**config.mk**
```make
export PLATFORM = sky130hd
export DESIGN_NAME = rotmask_unit
export DESIGN_NICKNAME = d
export VERILOG_FILES = /design/src/rtl/rotmask_pkg.sv /design/src/rtl/rotmask_maskgen.sv /design/src/rtl/rotmask_ctrl.sv /design/src/rtl/rotmask_dp.sv /design/src/rtl/rotmask_unit.sv
export SDC_FILE = /design/constraint.sdc
export NUM_CORES = 1
export LEC_CHECK = 0
export BUFFER_PORTS_ARGS = -buffer_cell sky130_fd_sc_hd__clkbuf_2
export CAP_MARGIN = 5
export CELL_PAD_IN_SITES_DETAIL_PLACEMENT = 1
export CELL_PAD_IN_SITES_GLOBAL_PLACEMENT = 2
export CORE_ASPECT_RATIO = 1.5
export CORE_MARGIN = 8
export CORE_UTILIZATION = 33
export CTS_BUF_LIST = sky130_fd_sc_hd__clkbuf_8
export DETAILED_ROUTE_END_ITERATION = 10
export PLACE_DENSITY = 0.87
export SLEW_MARGIN = 10
export SYNTH_ARGS = -nofsm -noshare
export SYNTH_HDL_FRONTEND = slang
export SYNTH_HIERARCHICAL = 1
export SYNTH_SLANG_ARGS = --single-unit
export TNS_END_PERCENT = 50
```
**constraint.sdc**
```tcl
create_clock -name clk -period 0.8 [get_ports clk]
set_clock_uncertainty 0.1 [all_clocks]
set_input_delay 0 -clock clk [delete_from_list [all_inputs] [get_ports clk]]
set_output_delay 0 -clock clk [all_outputs]
set_load 0.02 [all_outputs]
```
**src/rtl/rotmask_pkg.sv**
```systemverilog
package rotmask_pkg;
  // Strobes handed from control to datapath
  typedef struct packed {
    logic capture;  // load the output stage this edge
    logic dupLow;   // copy the low half into both halves before rotating
  } rmStrobe_t;
endpackage

```
**src/rtl/rotmask_maskgen.sv**
```systemverilog
module rotmask_maskgen #(
  parameter int DATA_W = 64,
  localparam int POS_W = $clog2(DATA_W)
) (
  input  logic [POS_W-1:0]  beginPos,
  input  logic [POS_W-1:0]  endPos,
  output logic [DATA_W-1:0] maskOut
);
  localparam logic [DATA_W-1:0] ALL_ONES = '1;

  logic [DATA_W-1:0] fromBegin;  // positions beginPos .. DATA_W-1
  logic [DATA_W-1:0] upToEnd;    // positions 0 .. endPos
  logic wrapMode;

  assign fromBegin = ALL_ONES >> beginPos;
  assign upToEnd   = ~((ALL_ONES >> endPos) >> 1);
  assign wrapMode  = beginPos > endPos;
  assign maskOut   = wrapMode ? (fromBegin | upToEnd) : (fromBegin & upToEnd);

  // Ones count must match the bound distance (R3 straight run, R4 wrapped run)
  int expCount;
  always_comb begin
    if (wrapMode) expCount = DATA_W - (int'(beginPos) - int'(endPos) - 1);
    else          expCount = int'(endPos) - int'(beginPos) + 1;
    p_mask_count_r3: assert ($countones(maskOut) == expCount);
  end
endmodule

```
**src/rtl/rotmask_ctrl.sv**
```systemverilog
module rotmask_ctrl
  import rotmask_pkg::*;
#(
  parameter int DATA_W  = 64,
  parameter int AMT_W   = 7,
  parameter bit REG_OUT = 1'b1,
  localparam int POS_W  = $clog2(DATA_W)
) (
  input  logic             clk,
  input  logic             rst_n,
  input  logic             inValid,
  input  logic             wordMode,
  input  logic [AMT_W-1:0] shiftAmt,
  input  logic [POS_W-1:0] maskBegin,
  input  logic [POS_W-1:0] maskEnd,
  output rmStrobe_t        strobe,
  output logic [POS_W-1:0] effAmt,
  output logic [POS_W-1:0] effBegin,
  output logic [POS_W-1:0] effEnd,
  output logic             outValid
);
  // Word mode places the bounds in the lower half (offset DATA_W/2)
  assign effBegin = wordMode ? {1'b1, maskBegin[POS_W-2:0]} : maskBegin;
  assign effEnd   = wordMode ? {1'b1, maskEnd[POS_W-2:0]}   : maskEnd;
  // Rotation is modulo the word length
  assign effAmt   = shiftAmt[POS_W-1:0];

  assign strobe.capture = inValid;
  assign strobe.dupLow  = wordMode;

  generate
    if (REG_OUT) begin : g_validReg
      logic validQ;
      always_ff @(posedge clk or negedge rst_n) begin
        if (!rst_n) validQ <= 1'b0;
        else        validQ <= inValid;
      end
      assign outValid = validQ;

      p_valid_follows_r7: assert property (@(posedge clk) disable iff (!rst_n)
        inValid |=> outValid);
      p_valid_drops_r8: assert property (@(posedge clk) disable iff (!rst_n)
        !inValid |=> !outValid);
    end else begin : g_validComb
      assign outValid = inValid;
    end
  endgenerate
endmodule

```
**src/rtl/rotmask_dp.sv**
```systemverilog
module rotmask_dp
  import rotmask_pkg::*;
#(
  parameter int DATA_W  = 64,
  parameter bit REG_OUT = 1'b1,
  localparam int POS_W  = $clog2(DATA_W),
  localparam int HALF_W = DATA_W / 2
) (
  input  logic              clk,
  input  logic              rst_n,
  input  rmStrobe_t         strobe,
  input  logic [DATA_W-1:0] srcValue,
  input  logic [POS_W-1:0]  effAmt,
  input  logic [POS_W-1:0]  effBegin,
  input  logic [POS_W-1:0]  effEnd,
  output logic [DATA_W-1:0] outRotated,
  output logic [DATA_W-1:0] outMask,
  output logic [DATA_W-1:0] outResult
);
  logic [DATA_W-1:0] preparedVal;
  logic [DATA_W-1:0] rotStage [POS_W+1];
  logic [DATA_W-1:0] rotVal, maskVal, andVal;

  assign preparedVal = strobe.dupLow ? {srcValue[HALF_W-1:0], srcValue[HALF_W-1:0]}
                                     : srcValue;
  assign rotStage[0] = preparedVal;

  // Log-depth left rotator: stage s rotates by 2**s when amount bit s is set
  generate
    for (genvar s = 0; s < POS_W; s++) begin : g_rotStage
      localparam int SH = 1 << s;
      assign rotStage[s+1] = effAmt[s]
        ? {rotStage[s][DATA_W-1-SH:0], rotStage[s][DATA_W-1:DATA_W-SH]}
        : rotStage[s];
    end
  endgenerate
  assign rotVal = rotStage[POS_W];

  // A rotation only moves bits
  always_comb begin
    p_rot_keeps_ones_r1: assert ($countones(rotVal) == $countones(preparedVal));
  end

  rotmask_maskgen #(.DATA_W(DATA_W)) i_maskgen (
    .beginPos (effBegin),
    .endPos   (effEnd),
    .maskOut  (maskVal)
  );

  assign andVal = rotVal & maskVal;

  generate
    if (REG_OUT) begin : g_outReg
      logic [DATA_W-1:0] rotQ, maskQ, resQ;
      always_ff @(posedge clk or negedge rst_n) begin
        if (!rst_n) begin
          rotQ  <= '0;
          maskQ <= '0;
          resQ  <= '0;
        end else if (strobe.capture) begin
          rotQ  <= rotVal;
          maskQ <= maskVal;
          resQ  <= andVal;
        end
      end
      assign outRotated = rotQ;
      assign outMask    = maskQ;
      assign outResult  = resQ;

      p_hold_idle_r8: assert property (@(posedge clk) disable iff (!rst_n)
        !strobe.capture |=> ($stable(outRotated) && $stable(outMask) && $stable(outResult)));
    end else begin : g_outComb
      assign outRotated = rotVal;
      assign outMask    = maskVal;
      assign outResult  = andVal;
    end
  endgenerate

  p_result_in_mask_r6: assert property (@(posedge clk) disable iff (!rst_n)
    (outResult & ~outMask) == '0);
endmodule

```
**src/rtl/rotmask_unit.sv**
```systemverilog
module rotmask_unit
  import rotmask_pkg::*;
#(
  parameter int DATA_W  = 64,
  parameter int AMT_W   = 7,
  parameter bit REG_OUT = 1'b1,
  localparam int POS_W  = $clog2(DATA_W)
) (
  input  logic              clk,
  input  logic              rst_n,
  input  logic              inValid,
  input  logic              wordMode,
  input  logic [DATA_W-1:0] srcValue,
  input  logic [AMT_W-1:0]  shiftAmt,
  input  logic [POS_W-1:0]  maskBegin,
  input  logic [POS_W-1:0]  maskEnd,
  output logic [DATA_W-1:0] outRotated,
  output logic [DATA_W-1:0] outMask,
  output logic [DATA_W-1:0] outResult,
  output logic              outValid
);
  rmStrobe_t        strobe;
  logic [POS_W-1:0] effAmt, effBegin, effEnd;

  rotmask_ctrl #(.DATA_W(DATA_W), .AMT_W(AMT_W), .REG_OUT(REG_OUT)) i_ctrl (
    .clk       (clk),
    .rst_n     (rst_n),
    .inValid   (inValid),
    .wordMode  (wordMode),
    .shiftAmt  (shiftAmt),
    .maskBegin (maskBegin),
    .maskEnd   (maskEnd),
    .strobe    (strobe),
    .effAmt    (effAmt),
    .effBegin  (effBegin),
    .effEnd    (effEnd),
    .outValid  (outValid)
  );

  rotmask_dp #(.DATA_W(DATA_W), .REG_OUT(REG_OUT)) i_dp (
    .clk        (clk),
    .rst_n      (rst_n),
    .strobe     (strobe),
    .srcValue   (srcValue),
    .effAmt     (effAmt),
    .effBegin   (effBegin),
    .effEnd     (effEnd),
    .outRotated (outRotated),
    .outMask    (outMask),
    .outResult  (outResult)
  );
endmodule

```
* Word level (Yosys, flattened, before mapping)
Cells that the tools add are included.
Cells by class: $lt $le $gt $ge 1, bitwise gates (word level) 4, shift operators 2, muxes and demuxes 10
Operators with widths (number):
- 64-bit two-way mux | 8
- 64-bit bitwise AND | 2
- 64-bit by 6-bit right shift with 64-bit output (first input constant) | 2
- 63-bit inverter with 64-bit output | 1
- 64-bit OR | 1
- 6-bit two-way mux | 2
- 6-bit > comparator | 1
Storage, ports and cells: bits of input ports 87, output and inout port bits 193, word-level logic and storage cells 21, bits in registers 193

* Depth between registers and ports, before layout
depth in word-level cells 8, mapped depth 15, depth with buffers taken out 11

* Hierarchy
Netlist, hierarchy kept.
By module, submodules not included:
- rotmask_dp | area each 14196.1 µm², seq. area each 4804.6 µm², times used 1, cells each 1441
- rotmask_maskgen | area each 1808.0 µm², seq. area each 0.0 µm², times used 1, cells each 290
- rotmask_ctrl | area each 172.7 µm², seq. area each 25.0 µm², times used 1, cells each 21

* Worst setup path after synthesis
OpenSTA, ideal clock, no wires.
kind in2reg, start point in wordMode, end point reg i_dp.g_outReg.resQ[43] (netlist: i_dp/outResult[43]), arrival time 2.291 ns, slack -1.711 ns, stages 14, path through or2_1 -> buf_2 -> inv_1 -> clkbuf_1 -> ha_1 -> and4_1 -> o21ai_1 -> a31oi_4 -> buf_6 -> buf_6 -> maj3_2 -> nand2_1 -> o21ai_0 -> and3b_1
RTL lines:
- from (decl) | RTL line rotmask_unit.sv:12 | input logic wordMode,
- 6-bit two-way mux | RTL line rotmask_ctrl.sv:24 | assign effEnd = wordMode ? {1'b1, maskEnd[POS_W-2:0]} : maskEnd;
- 64-bit by 6-bit right shift with 64-bit output | RTL line rotmask_maskgen.sv:16 | assign upToEnd = ~((ALL_ONES >> endPos) >> 1);
- 63-bit inverter with 64-bit output | RTL line rotmask_maskgen.sv:16
- 64-bit bitwise AND / 64-bit OR (equally long branches) | RTL line rotmask_maskgen.sv:18 | assign maskOut = wrapMode ? (fromBegin | upToEnd) : (fromBegin & upToEnd);
- 64-bit two-way mux * | RTL line rotmask_maskgen.sv:18
- named net i_dp.maskVal[43] | RTL line rotmask_dp.sv:22 | logic [DATA_W-1:0] rotVal, maskVal, andVal;
- 64-bit bitwise AND * | RTL line rotmask_dp.sv:50 | assign andVal = rotVal & maskVal;
- to (signal assigned) | RTL line rotmask_dp.sv:63 | resQ <= andVal;
- to (decl) | RTL line rotmask_dp.sv:54 | logic [DATA_W-1:0] rotQ, maskQ, resQ;
The timed path passes the listed nets; every way through them passes the cells marked *. A chain may end at the register's enable or synchronous reset.

* Worst setup path in the final report
start point in wordMode, end point reg i_dp.g_outReg.maskQ[29] (netlist: i_dp/outMask[29])
RTL lines:
- 6-bit two-way mux * | RTL line rotmask_ctrl.sv:23 | assign effBegin = wordMode ? {1'b1, maskBegin[POS_W-2:0]} : maskBegin;
- named net effBegin[5] | RTL line rotmask_unit.sv:23 | logic [POS_W-1:0] effAmt, effBegin, effEnd;
- 64-bit by 6-bit right shift with 64-bit output | RTL line rotmask_maskgen.sv:15 | assign fromBegin = ALL_ONES >> beginPos;
- 64-bit bitwise AND / 64-bit OR (equally long branches) | RTL line rotmask_maskgen.sv:18
- 64-bit two-way mux * | RTL line rotmask_maskgen.sv:18
- named net i_dp.maskVal[29] | RTL line rotmask_dp.sv:22
- to (signal assigned) | RTL line rotmask_dp.sv:62 | maskQ <= maskVal;
- to (decl) | RTL line rotmask_dp.sv:54
Marked as above.

==> impl_metrics.json <==
{
  "status": "complete, but fails checks",
  "violations": "negative hold slack, negative setup slack",
  "grt_pass1_vias": 20490,
  "port_buffers": 278,
  "root_buffer": "clkbuf_8",
  "final_antenna_net_count": 0,
  "path_class": "input pin to flip-flop",
  "synth_edf_count": 0,
  "clk_latency_ns": 0.50,
  "worstPathMaxFanout": 7,
  "layout_common_cells": "462 x buf_4, 265 x clkbuf_2, 193 x dfrtp_1, 119 x nor2_1, 113 x inv_1",
  "area_delta_synth_final_pct": 64.97,
  "die-width_um": 196.8,
  "path_clk_slew_ns": 0.11,
  "wirelength_um": 94240,
  "grt-ovfl-total": 0,
  "power_mw": 44.01,
  "rr_endpoint": "i_dp/outResult[18]$_DFFE_PN0P_",
  "ys_seq_elements": 193,
  "ys_warn_count": 6,
  "initial_utilization": 0.3332,
  "whs_ns": -0.08803,
  "grt_pass1_wl_um": 135000,
  "die_y_um": 287.2,
  "cts_sinks": 193,
  "grt_start_max_net_pins": 50,
  "reg2regPathDepth": 4,
  "fin_crit_sh": 2.666,
  "synthDistinctLibCells": 75,
  "async_flop_share": 1.000,
  "cts_made_buffers": 17,
  "syn_area_sq_mm": 0.01618,
  "via_per_inst": 5.987,
  "nets": 2577,
  "ys_seq_area_frac": 0.2986,
  "vias": 18890,
  "worst_slack_ns": -1.333,
  "rsz0062_at_grt": "true",
  "power.leakage_nw": 12.02,
  "rr_startpoint": "i_dp/outResult[18]$_DFFE_PN0P_",
  "tritoncts": "built",
  "critPathCaptureType": "flip-flop",
  "cts_buffer_depth": 2,
  "wire_per_inst_um": 29.87,
  "synth.avg_cell_area_sq_um": 9.233,
  "syn_inst": 1752,
  "crit_arrival_ns": 2.42,
  "holdBufCountCts": 1,
  "drt-initial-drc-count": 1219,
  "required_ns": 1.09,
  "worstMarginPinSlew_ns": 0.6900,
  "setup_viol": 385,
  "dp_hpwl_um": 67140,
  "firstDrtPassIters": 5,
  "max_freq_mhz": 468.8,
  "num_io_pins": 280,
  "drc_errors": 0,
  "grt_usage": 0.3177,
  "p_per_area_mw_per_mm2": 1649,
  "cap_violations": 0,
  "finalHoldViolCount": 28,
  "hp-class": "input pin to async pin",
  "finalMaxSlewViolations": 0,
  "rows": 99,
  "dieArea_sq_mm": 0.05651,
  "syn_nets": 1845,
  "layout_commonest_cell": "buf_4",
  "layout-drive-gt1-share": 0.6340,
  "synthFlopType": "dfrtp_1",
  "core_region_area_sq_mm": 0.04856,
  "start_kind": "input pin",
  "vdd_ir_drop_max_mv": 1.088,
  "htreeDepth": 4,
  "regToRegSetupSlack_ns": -0.25,
  "slew_headroom": 0.5352,
  "final.fill_count": 5395,
  "period_needed_ns": 2.133,
  "antenna_found_initial": 3,
  "gp_congestion": 1.005
}
[synth_stat cells (all sizes together) (55+ instances only)]
master  number  area, sq um
dfrtp      193         4830
nand2      162        610.6
o21ai      146        730.7
nor2       141        529.3
mux2i      134         1341
inv        117        439.2
a21oi      108        540.5
buf        100        658.1
mux4        99         2233
mux2        90         1013
clkbuf      80        300.3
o22ai       56        350.3
maj3        55        585.6
[stage by stage]
step	TNS (ns)	worst slack [ns]	cells	util	instance area, sq um
6_report	-303.04	-1.333	3155	0.5496	26690
5_1_grt	-310.75	-1.358	3155	0.5496	26690
4_1_cts	-293.58	-1.274	3140	0.5301	25740
3_5_place_dp	-340.18	-2.336	3002	0.4494	21820
3_3_place_gp	-330.99	-2.245	3002	0.4494	21820
2_1_floorplan	-251.75	-1.565	1752	-	16690
[worst max-delay path: stages]
cell,delay [ns]
clkbuf_16,0.15
buf_16,0.16
or2_4,0.26
ha_4,0.29
and4_4,0.21
and3_4,0.18
a31oi_4,0.04
buf_12,0.16
buf_16,0.15
buf_12,0.13
maj3_2,0.38
mux2_4,0.28
[cells by family (layout without fill, tap and decap cells)]
family                     count (synthesis)  in the layout  synth area share
AOI/OAI and AO/OA                        453            453            0.1748
adders and majority gates                 61             61           0.04084
buffers and inverters                    299           1044           0.08686
DFF                                      193            193            0.2986
muxes                                    323            323            0.2836
other                                      0              2                 0
and+or+nand+nor                          423            423            0.1153
[routing by layer]
layer | share of wire | global-route usage | vias up | wire, um
met4 | 0.096 | 0.2588 | 2 | 9071
met1 | 0.34 | 0.3279 | 9589 | 32210
met2 | 0.50 | 0.5572 | 1030 | 47140
met5 | 0.00014 | 0 | - | 13
met3 | 0.062 | 0.05753 | 410 | 5811
li1 | - | - | 7858 | -
[final cells by class]
type                            count  area, sq um  area share
Antenna cell                        2        5.005   0.0001875
Clock buffer                       17        234.0    0.008767
Clock inverter                     15        148.9    0.005579
Inverter                          119        454.2     0.01702
Multi-Input combinational cell   1260        12710      0.4764
Sequential cell                   193         4830      0.1810
Tap cell                          656        820.8     0.03076
Timing Repair Buffer              893         7480      0.2803
[what timing repair did]
item / 4_1_cts / 5_1_grt
pin swaps: 166 / 129
setup endpoints to repair: 385 / 385
resized for setup: 555 / 204
setup buffers: 99 / 30
endpoints found under the hold margin: 231 / 28
cloned: 19 / 0
[state kept, by name, indices dropped and copies added, names as in the netlist]
| register | flops |
|---|---|
| i_dp/outResult | 64 |
| i_ctrl/outValid | 1 |
| i_dp/outMask | 64 |
| i_dp/outRotated | 64 |
[where the power goes]
group / leakage (nW) / switching, mW / internal (mW)
registers: 2.36 / 1.31 / 11.4
clock network: 0.195 / 4.01 / 2.30
logic: 9.47 / 13.8 / 11.2
[how the worst max path moves through the flow]
stage | from | endpoint
after floorplan | shiftAmt[1] | i_dp/outRotated[35]$_DFFE_PN0P_
after detailed placement | shiftAmt[0] | i_dp/outResult[42]$_DFFE_PN0P_
after CTS | wordMode | i_dp/outMask[31]$_DFFE_PN0P_
after global placement | shiftAmt[0] | i_dp/outResult[42]$_DFFE_PN0P_
final | wordMode | i_dp/outMask[29]$_DFFE_PN0P_
after global routing | shiftAmt[2] | i_dp/outResult[31]$_DFFE_PN0P_
(Power assumes the default switching activity.)
